## src/rtl/cgms_pkg.sv

```systemverilog
package cgms_pkg;

  localparam int unsigned WORD_W  = 20;
  localparam int unsigned CHECK_W = 6;
  localparam int unsigned COVER_W = WORD_W - CHECK_W;

  typedef enum logic [1:0] {
    ST_IDLE = 2'd0,
    ST_WAIT = 2'd1,
    ST_SEND = 2'd2
  } ser_state_t;

endpackage

```

## src/rtl/cgms_line_match.sv

```systemverilog
module cgms_line_match #(
  parameter int unsigned LINE_W    = 10,
  parameter int unsigned ODD_LINE  = 20,
  parameter int unsigned EVEN_LINE = 283
) (
  input  logic              line_start,
  input  logic [LINE_W-1:0] line_num,
  input  logic              field_odd,
  input  logic              std_ntsc,
  input  logic              en_odd,
  input  logic              en_even,
  output logic              fire
);

  localparam logic [LINE_W-1:0] ODD_L  = LINE_W'(ODD_LINE);
  localparam logic [LINE_W-1:0] EVEN_L = LINE_W'(EVEN_LINE);

  logic hit_odd;
  logic hit_even;

  always_comb begin
    hit_odd  = field_odd  && (line_num == ODD_L)  && en_odd;
    hit_even = !field_odd && (line_num == EVEN_L) && en_even;
    fire     = line_start && std_ntsc && (hit_odd || hit_even);
  end

endmodule

```

## src/rtl/cgms_crc_gen.sv

```systemverilog
module cgms_crc_gen
  import cgms_pkg::*;
(
  input  logic [COVER_W-1:0] cover_bits,
  output logic [CHECK_W-1:0] crc
);

  logic [CHECK_W-1:0] chain [0:COVER_W];

  assign chain[0] = '1;

  for (genvar i = 0; i < COVER_W; i++) begin : g_step
    logic fb;
    assign fb = cover_bits[COVER_W-1-i] ^ chain[i][CHECK_W-1];
    assign chain[i+1] = {chain[i][CHECK_W-2:0], 1'b0}
                        ^ {{(CHECK_W-2){1'b0}}, fb, fb};
  end

  assign crc = chain[COVER_W];

endmodule

```

## src/rtl/cgms_serializer.sv

```systemverilog
module cgms_serializer
  import cgms_pkg::*;
#(
  parameter int unsigned BIT_CYCLES   = 8,
  parameter int unsigned START_OFFSET = 16
) (
  input  logic              clk,
  input  logic              rst_n,
  input  logic              fire,
  input  logic [WORD_W-1:0] word,
  output logic              out_active,
  output logic              out_level
);

  localparam int unsigned SUB_W = $clog2(BIT_CYCLES + 1);
  localparam int unsigned OFF_W = $clog2(START_OFFSET + 1);
  localparam int unsigned IDX_W = $clog2(WORD_W + 2);
  localparam logic [SUB_W-1:0] SUB_LAST = SUB_W'(BIT_CYCLES - 1);
  localparam logic [OFF_W-1:0] OFF_LAST = OFF_W'(START_OFFSET - 1);
  localparam logic [IDX_W-1:0] IDX_LAST = IDX_W'(WORD_W);

  ser_state_t      state_q, state_d;
  logic [OFF_W-1:0] wait_q, wait_d;
  logic [SUB_W-1:0] sub_q,  sub_d;
  logic [IDX_W-1:0] idx_q,  idx_d;
  logic [WORD_W:0]  shreg_q, shreg_d;
  logic             step_en;

  always_comb begin
    state_d = state_q;
    wait_d  = wait_q;
    sub_d   = sub_q;
    idx_d   = idx_q;
    shreg_d = shreg_q;
    case (state_q)
      ST_IDLE: begin
        if (fire) begin
          shreg_d = {1'b1, word};
          wait_d  = '0;
          state_d = ST_WAIT;
        end
      end
      ST_WAIT: begin
        if (wait_q == OFF_LAST) begin
          state_d = ST_SEND;
          sub_d   = '0;
          idx_d   = '0;
        end else begin
          wait_d = wait_q + 1'b1;
        end
      end
      ST_SEND: begin
        if (sub_q == SUB_LAST) begin
          sub_d   = '0;
          shreg_d = {shreg_q[WORD_W-1:0], 1'b0};
          if (idx_q == IDX_LAST) begin
            state_d = ST_IDLE;
          end else begin
            idx_d = idx_q + 1'b1;
          end
        end else begin
          sub_d = sub_q + 1'b1;
        end
      end
      default: state_d = ST_IDLE;
    endcase
  end

  assign step_en = (state_q != ST_IDLE) || fire;

  always_ff @(posedge clk or negedge rst_n) begin
    if (!rst_n) begin
      state_q <= ST_IDLE;
      wait_q  <= '0;
      sub_q   <= '0;
      idx_q   <= '0;
      shreg_q <= '0;
    end else if (step_en) begin
      state_q <= state_d;
      wait_q  <= wait_d;
      sub_q   <= sub_d;
      idx_q   <= idx_d;
      shreg_q <= shreg_d;
    end
  end

  assign out_active = (state_q == ST_SEND);
  assign out_level  = out_active && shreg_q[WORD_W];

endmodule

```

## src/rtl/cgms_line_inserter.sv

```systemverilog
module cgms_line_inserter
  import cgms_pkg::*;
#(
  parameter int unsigned LINE_W       = 10,
  parameter int unsigned ODD_LINE     = 20,
  parameter int unsigned EVEN_LINE    = 283,
  parameter int unsigned BIT_CYCLES   = 8,
  parameter int unsigned START_OFFSET = 16
) (
  input  logic              clk,
  input  logic              rst_n,
  input  logic              line_start,
  input  logic [LINE_W-1:0] line_num,
  input  logic              field_odd,
  input  logic              std_ntsc,
  input  logic              en_odd,
  input  logic              en_even,
  input  logic              crc_auto,
  input  logic [19:0]       cfg_word,
  output logic              out_active,
  output logic              out_level
);

  logic [1:0]         rst_sync_q;
  logic               rst_core_n;
  logic               fire;
  logic [CHECK_W-1:0] crc_val;
  logic [WORD_W-1:0]  send_word;

  // reset asserts at once, releases two edges later
  always_ff @(posedge clk or negedge rst_n) begin
    if (!rst_n) rst_sync_q <= '0;
    else        rst_sync_q <= {rst_sync_q[0], 1'b1};
  end
  assign rst_core_n = rst_sync_q[1];

  cgms_line_match #(
    .LINE_W   (LINE_W),
    .ODD_LINE (ODD_LINE),
    .EVEN_LINE(EVEN_LINE)
  ) u_match (
    .line_start(line_start),
    .line_num  (line_num),
    .field_odd (field_odd),
    .std_ntsc  (std_ntsc),
    .en_odd    (en_odd),
    .en_even   (en_even),
    .fire      (fire)
  );

  cgms_crc_gen u_crc (
    .cover_bits(cfg_word[WORD_W-1:CHECK_W]),
    .crc       (crc_val)
  );

  always_comb begin
    if (crc_auto) send_word = {cfg_word[WORD_W-1:CHECK_W], crc_val};
    else          send_word = cfg_word;
  end

  cgms_serializer #(
    .BIT_CYCLES  (BIT_CYCLES),
    .START_OFFSET(START_OFFSET)
  ) u_ser (
    .clk       (clk),
    .rst_n     (rst_core_n),
    .fire      (fire),
    .word      (send_word),
    .out_active(out_active),
    .out_level (out_level)
  );

endmodule

```

## config.mk

```make
export PLATFORM = sky130hd
export DESIGN_NAME = cgms_line_inserter
export DESIGN_NICKNAME = d
export VERILOG_FILES = /design/src/rtl/cgms_pkg.sv /design/src/rtl/cgms_line_match.sv /design/src/rtl/cgms_crc_gen.sv /design/src/rtl/cgms_serializer.sv /design/src/rtl/cgms_line_inserter.sv
export SDC_FILE = /design/constraint.sdc
export NUM_CORES = 1
export LEC_CHECK = 0
export ABC_AREA = 0
export BUFFER_PORTS_ARGS = -buffer_cell sky130_fd_sc_hd__buf_4
export CORE_MARGIN = 3
export CORE_UTILIZATION = 40
export DETAILED_ROUTE_END_ITERATION = 8
export MAX_ROUTING_LAYER = met4
export PLACE_DENSITY = 0.59
export SLEW_MARGIN = 25
export SYNTH_ARGS = -nofsm -noshare
export SYNTH_HDL_FRONTEND = slang
export SYNTH_SLANG_ARGS = --single-unit
```

## constraint.sdc

```tcl
create_clock -name clk -period 3.1 [get_ports clk]
set_input_delay 0.62 -clock clk [delete_from_list [all_inputs] [get_ports clk]]
set_output_delay 0.62 -clock clk [all_outputs]
set_load 0.05 [all_outputs]
```

* After elaboration in Yosys (flattened, before gate mapping) *
Index checks and enable logic that the tools add are counted.

word-level totals
  register bits = 39
  latch bits = 0
  RAM bits = 0
  ROM bits = 0
  input port bits = 38
  output and inout bits = 2
  logic and storage cells = 89
  memories kept = 0

cells by class
  add/subtract/negate cells = 3
  multipliers = 0
  div/mod/pow operators = 0
  order comparisons = 0
  equal/unequal tests = 13
  shift-type cells = 0
  mux-type cells = 19
  bitwise operators = 28
  reduce and logical (&&, ||, !) cells = 20

operators with widths
  operator             count
  $xor 6x2->6          13
  $mux 21              2
  $pmux 21 s2          1
  $mux 5               5
  $pmux 5 s2           2
  $xor 1x1->1          13
  $add 5x1->5 const B  2
  $eq 10x5->1 const B  1
  $eq 10x9->1 const B  1
  $reduce_and 5->1     2
  $mux 2               4
  $mux 4               2
  $ne 2x2->1 const B   4
  $pmux 4 s2           1
  $reduce_and 4->1     2
  $reduce_bool 2->1    4
  $logic_and 1x1->1    7
  $mux 6               1
  $pmux 2 s3           1
  $eq 5x4->1 const B   1
  $eq 5x5->1 const B   1
  $not 1->5            1
  $add 4x1->4 const B  1
  $eq 4x3->1 const B   1
  8 further kinds      10

* Longest topological paths before layout *
  word-level depth = 31
  depth in mapped cells = 8
  mapped depth without buffers = 8

* Hierarchy *
Synthesis repeated with hierarchy kept, for this count alone.

second synthesis, totals
  cell total of the unflattened synthesis = 234
  area total of the unflattened synthesis = 2,217.1 um^2

by module, submodules not included
  module              times used  cells each  area an instance (um^2)  seq. area each (um^2)
  cgms_serializer     1           192         1,776.7                  925.9
  cgms_crc_gen        1           24          216.5                    0.0
  cgms_line_inserter  1           10          155.1                    50.0
  cgms_line_match     1           8           68.8                     0.0

* Worst setup path before layout *
OpenSTA, ideal clock, no wires.

  path type = flip-flop to output port
  start = register u_ser.state_q[0]
  end = output out_level
  arrival = 1.745 ns
  data required time = 2.480 ns
  path slack = 0.735 ns
  cell stages (with the launch flop) = 7
  path through = dfrtp_1 buf_2 nand2b_1 buf_2 clkinv_1 buf_2 and2_1

between the ends
  longest elaborated chain between the ends = 2

RTL lines
  what                      line                      text
  start: declaration        cgms_serializer.sv:22     ser_state_t state_q, state_d;
  start signal: assignment  cgms_serializer.sv:79     state_q <= state_d;
  $eq 2x2->1                cgms_serializer.sv:87     assign out_active = (state_q == ST_SEND);
  via out_active            cgms_line_inserter.sv:20  output logic out_active,
  $logic_and 1x1->1         cgms_serializer.sv:88     assign out_level = out_active && shreg_q[WORD_W];
  end: declaration          cgms_line_inserter.sv:21  output logic out_level

The timed path passes the listed nets, and every way through them passes these cells.

* Final worst setup path *
  start = register u_ser.state_q[0]
  end = output out_level

between the ends
  longest elaborated chain between the ends = 2

RTL lines
  what               line
  $eq 2x2->1         cgms_serializer.sv:87
  $logic_and 1x1->1  cgms_serializer.sv:88

No other way between the ends.

==> results.toml <==
[run_status]
run_status = "completed"

[synthesis]
postSynthCellCount = 233
synth_area_per_cell_sq_um = 9.21
synth_commonest_cells = "sky130_fd_sc_hd__dfrtp_1, sky130_fd_sc_hd__nand2_1, sky130_fd_sc_hd__nor2_1"
synth_edf_count = 0
synth_warnings = 0
synth-seq-area-share = 0.455
yosys.area.top_type_share = 0.455
async_flop_share = 1.00
ys.flop_type = "sky130_fd_sc_hd__dfrtp_1"
synth_area_leaders = "sky130_fd_sc_hd__dfrtp_1, sky130_fd_sc_hd__nand2_1, sky130_fd_sc_hd__xnor2_1"
synthesis.area_sq_um = 2150
ys_ff_latch = 39
post_synth_num_cell_types = 43
synth_area_leader_cell = "sky130_fd_sc_hd__dfrtp_1"
synth.net_count = 276

[power]
p_seq_frac = 0.519
power.switching_fraction = 0.256
p_per_area_nw_per_um2 = 411
comb_power_share = 0.184
power_report.internal_total_mw = 0.785
switchingPower_mw = 0.270
power_frac_clock = 0.298
power.static_leakage_nw = 1.11
vdd_ir_drop_max_mv = 0.274

[grt]
grt_max_degree = 41
grt_pass1_vias = 1591
grt_first_pass_wirelength_microns = 7530
grt_overflow_total = 0
grt_antenna_before_repair = 0
grt_usage = 0.158

[placed_design]
place.gp.congestion = 0.785
pre_cts_slack_ns = 0.745
dpl_cell_area_sq_um = 2490
port_buffers = 39
dpl_wire_length_microns = 3240

[drt]
wl_per_cell_microns = 12.8
postRouteAntennaNets = 0
met2RoutedLength_microns = 2000
dr.max_layer_used = "met4"
routed_wl_microns = 4370
num_vias = 1677
drt_iter0_markers = 67
drt_drc_violations_left = 0
met3RoutedLength_microns = 129
drt-vias-per-instance = 4.92
drtPass1Iterations = 4
wl_met1_microns = 2170

[clock_tree]
clock_latency_ns = 0.29
post_cts_resize_count = 0
cts.reportedPaths.clkPinSlew_ns = 0.07
ctsHoldBuffers = 0
tritoncts_clock_tree = "built"
cts_root_buf = "sky130_fd_sc_hd__clkbuf_8"
cts.sink_count = 39
htree_levels = 2
clock_path_buffers = 2
postCtsSetupBuffers = 0
cts_inserted_buffers = 5

[timing]
setup_ws_ns = 0.744
grt_setup_unrepaired = "false"
timing.final.max_slew_violations = 0
period_minus_slack_ns = 2.36
timing.final.hold_violations = 0
fin_crit_sh = 0.760
worst_clock_skew_ns = 0.0109
timing.setup.tns_ns = 0
achievable-frequency_mhz = 424
final-setup-viol-count = 0

[floorplanning]
overall_die_area_sq_um = 6280
floorplan.io_pins = 40
rows = 26
coreArea_sq_um = 5140
die_height_microns = 79.2
start_util = 0.417
die_w_microns = 79.2

[setup_path]
worst_ep_arrival_time_ns = 1.74
critical_path.cell_chain = "nand2b_1 -> clkinv_1 -> and2_1 -> buf_4"
critical_path_max_stage_delay_ns = 0.48
worst_setup_path_start_kind = "flip-flop"
timing_worst_setup_path_type = "flip-flop to output port"
crit_path_top_delay_cell = "sky130_fd_sc_hd__dfrtp_1"
path_max_fanout = 10
critPathRequiredTime_ns = 2.48
cp-end-kind = "output port"

[cells_and_area]
ff_latch_area_sq_um = 976
diodes = 0
area.growth.synth_to_final_pct = 19.5
multiInputGateArea_sq_um = 1080
layout.cell_area.non_filler_sq_um = 2560
fillers = 515
drive_gt1_frac = 0.207
layout.nets = 315

[worst_hold_path]
hold_class = "input port to async pin"

[job]
cap_viol_max_count = 0
[path summary, 6_finish.rpt]
check,start,to,slack (ns),cells past startpoint
max in group asynchronous,rst_sync_q[1],u_ser.shreg_q[16],2.31,1
max,u_ser.state_q[0],out_level,0.74,4
min in group clk,rst_sync_q[0],rst_sync_q[1],0.35,0
min reg2reg,rst_sync_q[1],u_ser.wait_q[0],0.11,0
min,rst_n,rst_sync_q[0],0.11,1
max reg2reg,u_ser.sub_q[0],u_ser.shreg_q[2],1.02,6
[power by group through the flow]
| stage | clock, mW | sequential, mW | combinational, mW |
|---|---|---|---|
| finish | 0.314 | 0.547 | 0.194 |
| global route | 0.348 | 0.551 | 0.223 |
| CTS | 0.328 | 0.547 | 0.197 |
| detailed placement | 0 | 0.557 | 0.197 |
| global placement | 0 | 0.556 | 0.194 |
| floorplan | 0 | 0.558 | 0.125 |
[flip-flops by register name, summed over array words and instances, names as in the netlist]
name / count
u_ser.shreg_q: 21
u_ser.idx_q: 5
u_ser.wait_q: 5
u_ser.sub_q: 4
rst_sync_q: 2
u_ser.state_q: 2
[cells in the final DEF, fill, tap and decap left out, types with 2 or more instances in the layout]
master | Yosys | layout
sky130_fd_sc_hd__buf_4 | 2 | 43
sky130_fd_sc_hd__nand2_1 | 39 | 39
sky130_fd_sc_hd__dfrtp_1 | 39 | 39
sky130_fd_sc_hd__nor2_1 | 28 | 28
sky130_fd_sc_hd__a31oi_1 | 14 | 14
sky130_fd_sc_hd__xnor2_1 | 14 | 14
sky130_fd_sc_hd__a21oi_1 | 12 | 12
sky130_fd_sc_hd__o21ai_0 | 12 | 12
sky130_fd_sc_hd__inv_1 | 7 | 7
sky130_fd_sc_hd__nand3_1 | 5 | 5
sky130_fd_sc_hd__xor2_1 | 5 | 5
sky130_fd_sc_hd__ha_1 | 5 | 5
sky130_fd_sc_hd__clkbuf_8 | 0 | 5
sky130_fd_sc_hd__a211oi_1 | 3 | 3
sky130_fd_sc_hd__mux2i_1 | 3 | 3
sky130_fd_sc_hd__and3_1 | 2 | 2
sky130_fd_sc_hd__and2_1 | 2 | 2
sky130_fd_sc_hd__nor4_1 | 2 | 2
sky130_fd_sc_hd__and4b_1 | 2 | 2
sky130_fd_sc_hd__nand3b_1 | 2 | 2
sky130_fd_sc_hd__nor2b_1 | 2 | 2
sky130_fd_sc_hd__o22ai_1 | 2 | 2
sky130_fd_sc_hd__xnor3_1 | 2 | 2
sky130_fd_sc_hd__mux2_2 | 2 | 2
sky130_fd_sc_hd__nor3_1 | 2 | 2
[cell families (layout without fill, tap and decap cells)]
group,Yosys count,in the layout,share of synthesized area
simple gates,93,93,0.199
flops,39,39,0.455
mux,5,5,0.0245
xor+xnor,22,22,0.106
compound gates,49,49,0.141
buf+inv,19,57,0.0437
fa+ha+maj,5,5,0.0292
other cells,1,1,0.00175
[layout make-up]
cell class | instances | share of cell area
Clock buffer | 6 | 0.0283
Multi-Input combinational cell | 175 | 0.420
Tap cell | 70 | 0.0341
Timing Repair Buffer | 43 | 0.126
Sequential cell | 39 | 0.380
Inverter | 8 | 0.0117
[per-layer routing]
layer	vias to the layer above	track usage
met2	17	0.237
met5	-	-
li1	872	-
met1	780	0.209
met3	8	0.0351
met4	0	0.0619
[stage by stage]
step           instances  power [mW]   util  hold slack, ns
3_5_place_dp         335       0.754  0.485           0.125
5_1_grt              341        1.12  0.499          0.0865
4_1_cts              341        1.07  0.499          0.0904
2_1_floorplan        233       0.683      -           0.324
3_3_place_gp         335       0.751  0.485           0.128
6_report             341        1.05  0.499           0.106
[critical path: cells and delay by family, from the launching register on]
kind | cells | cell delay, ns
DFF | 1 | 0.48
buffers and inverters | 2 | 0.47
and+or+nand+nor | 2 | 0.50
No activity file was read; power rests on OpenSTA's default activity.
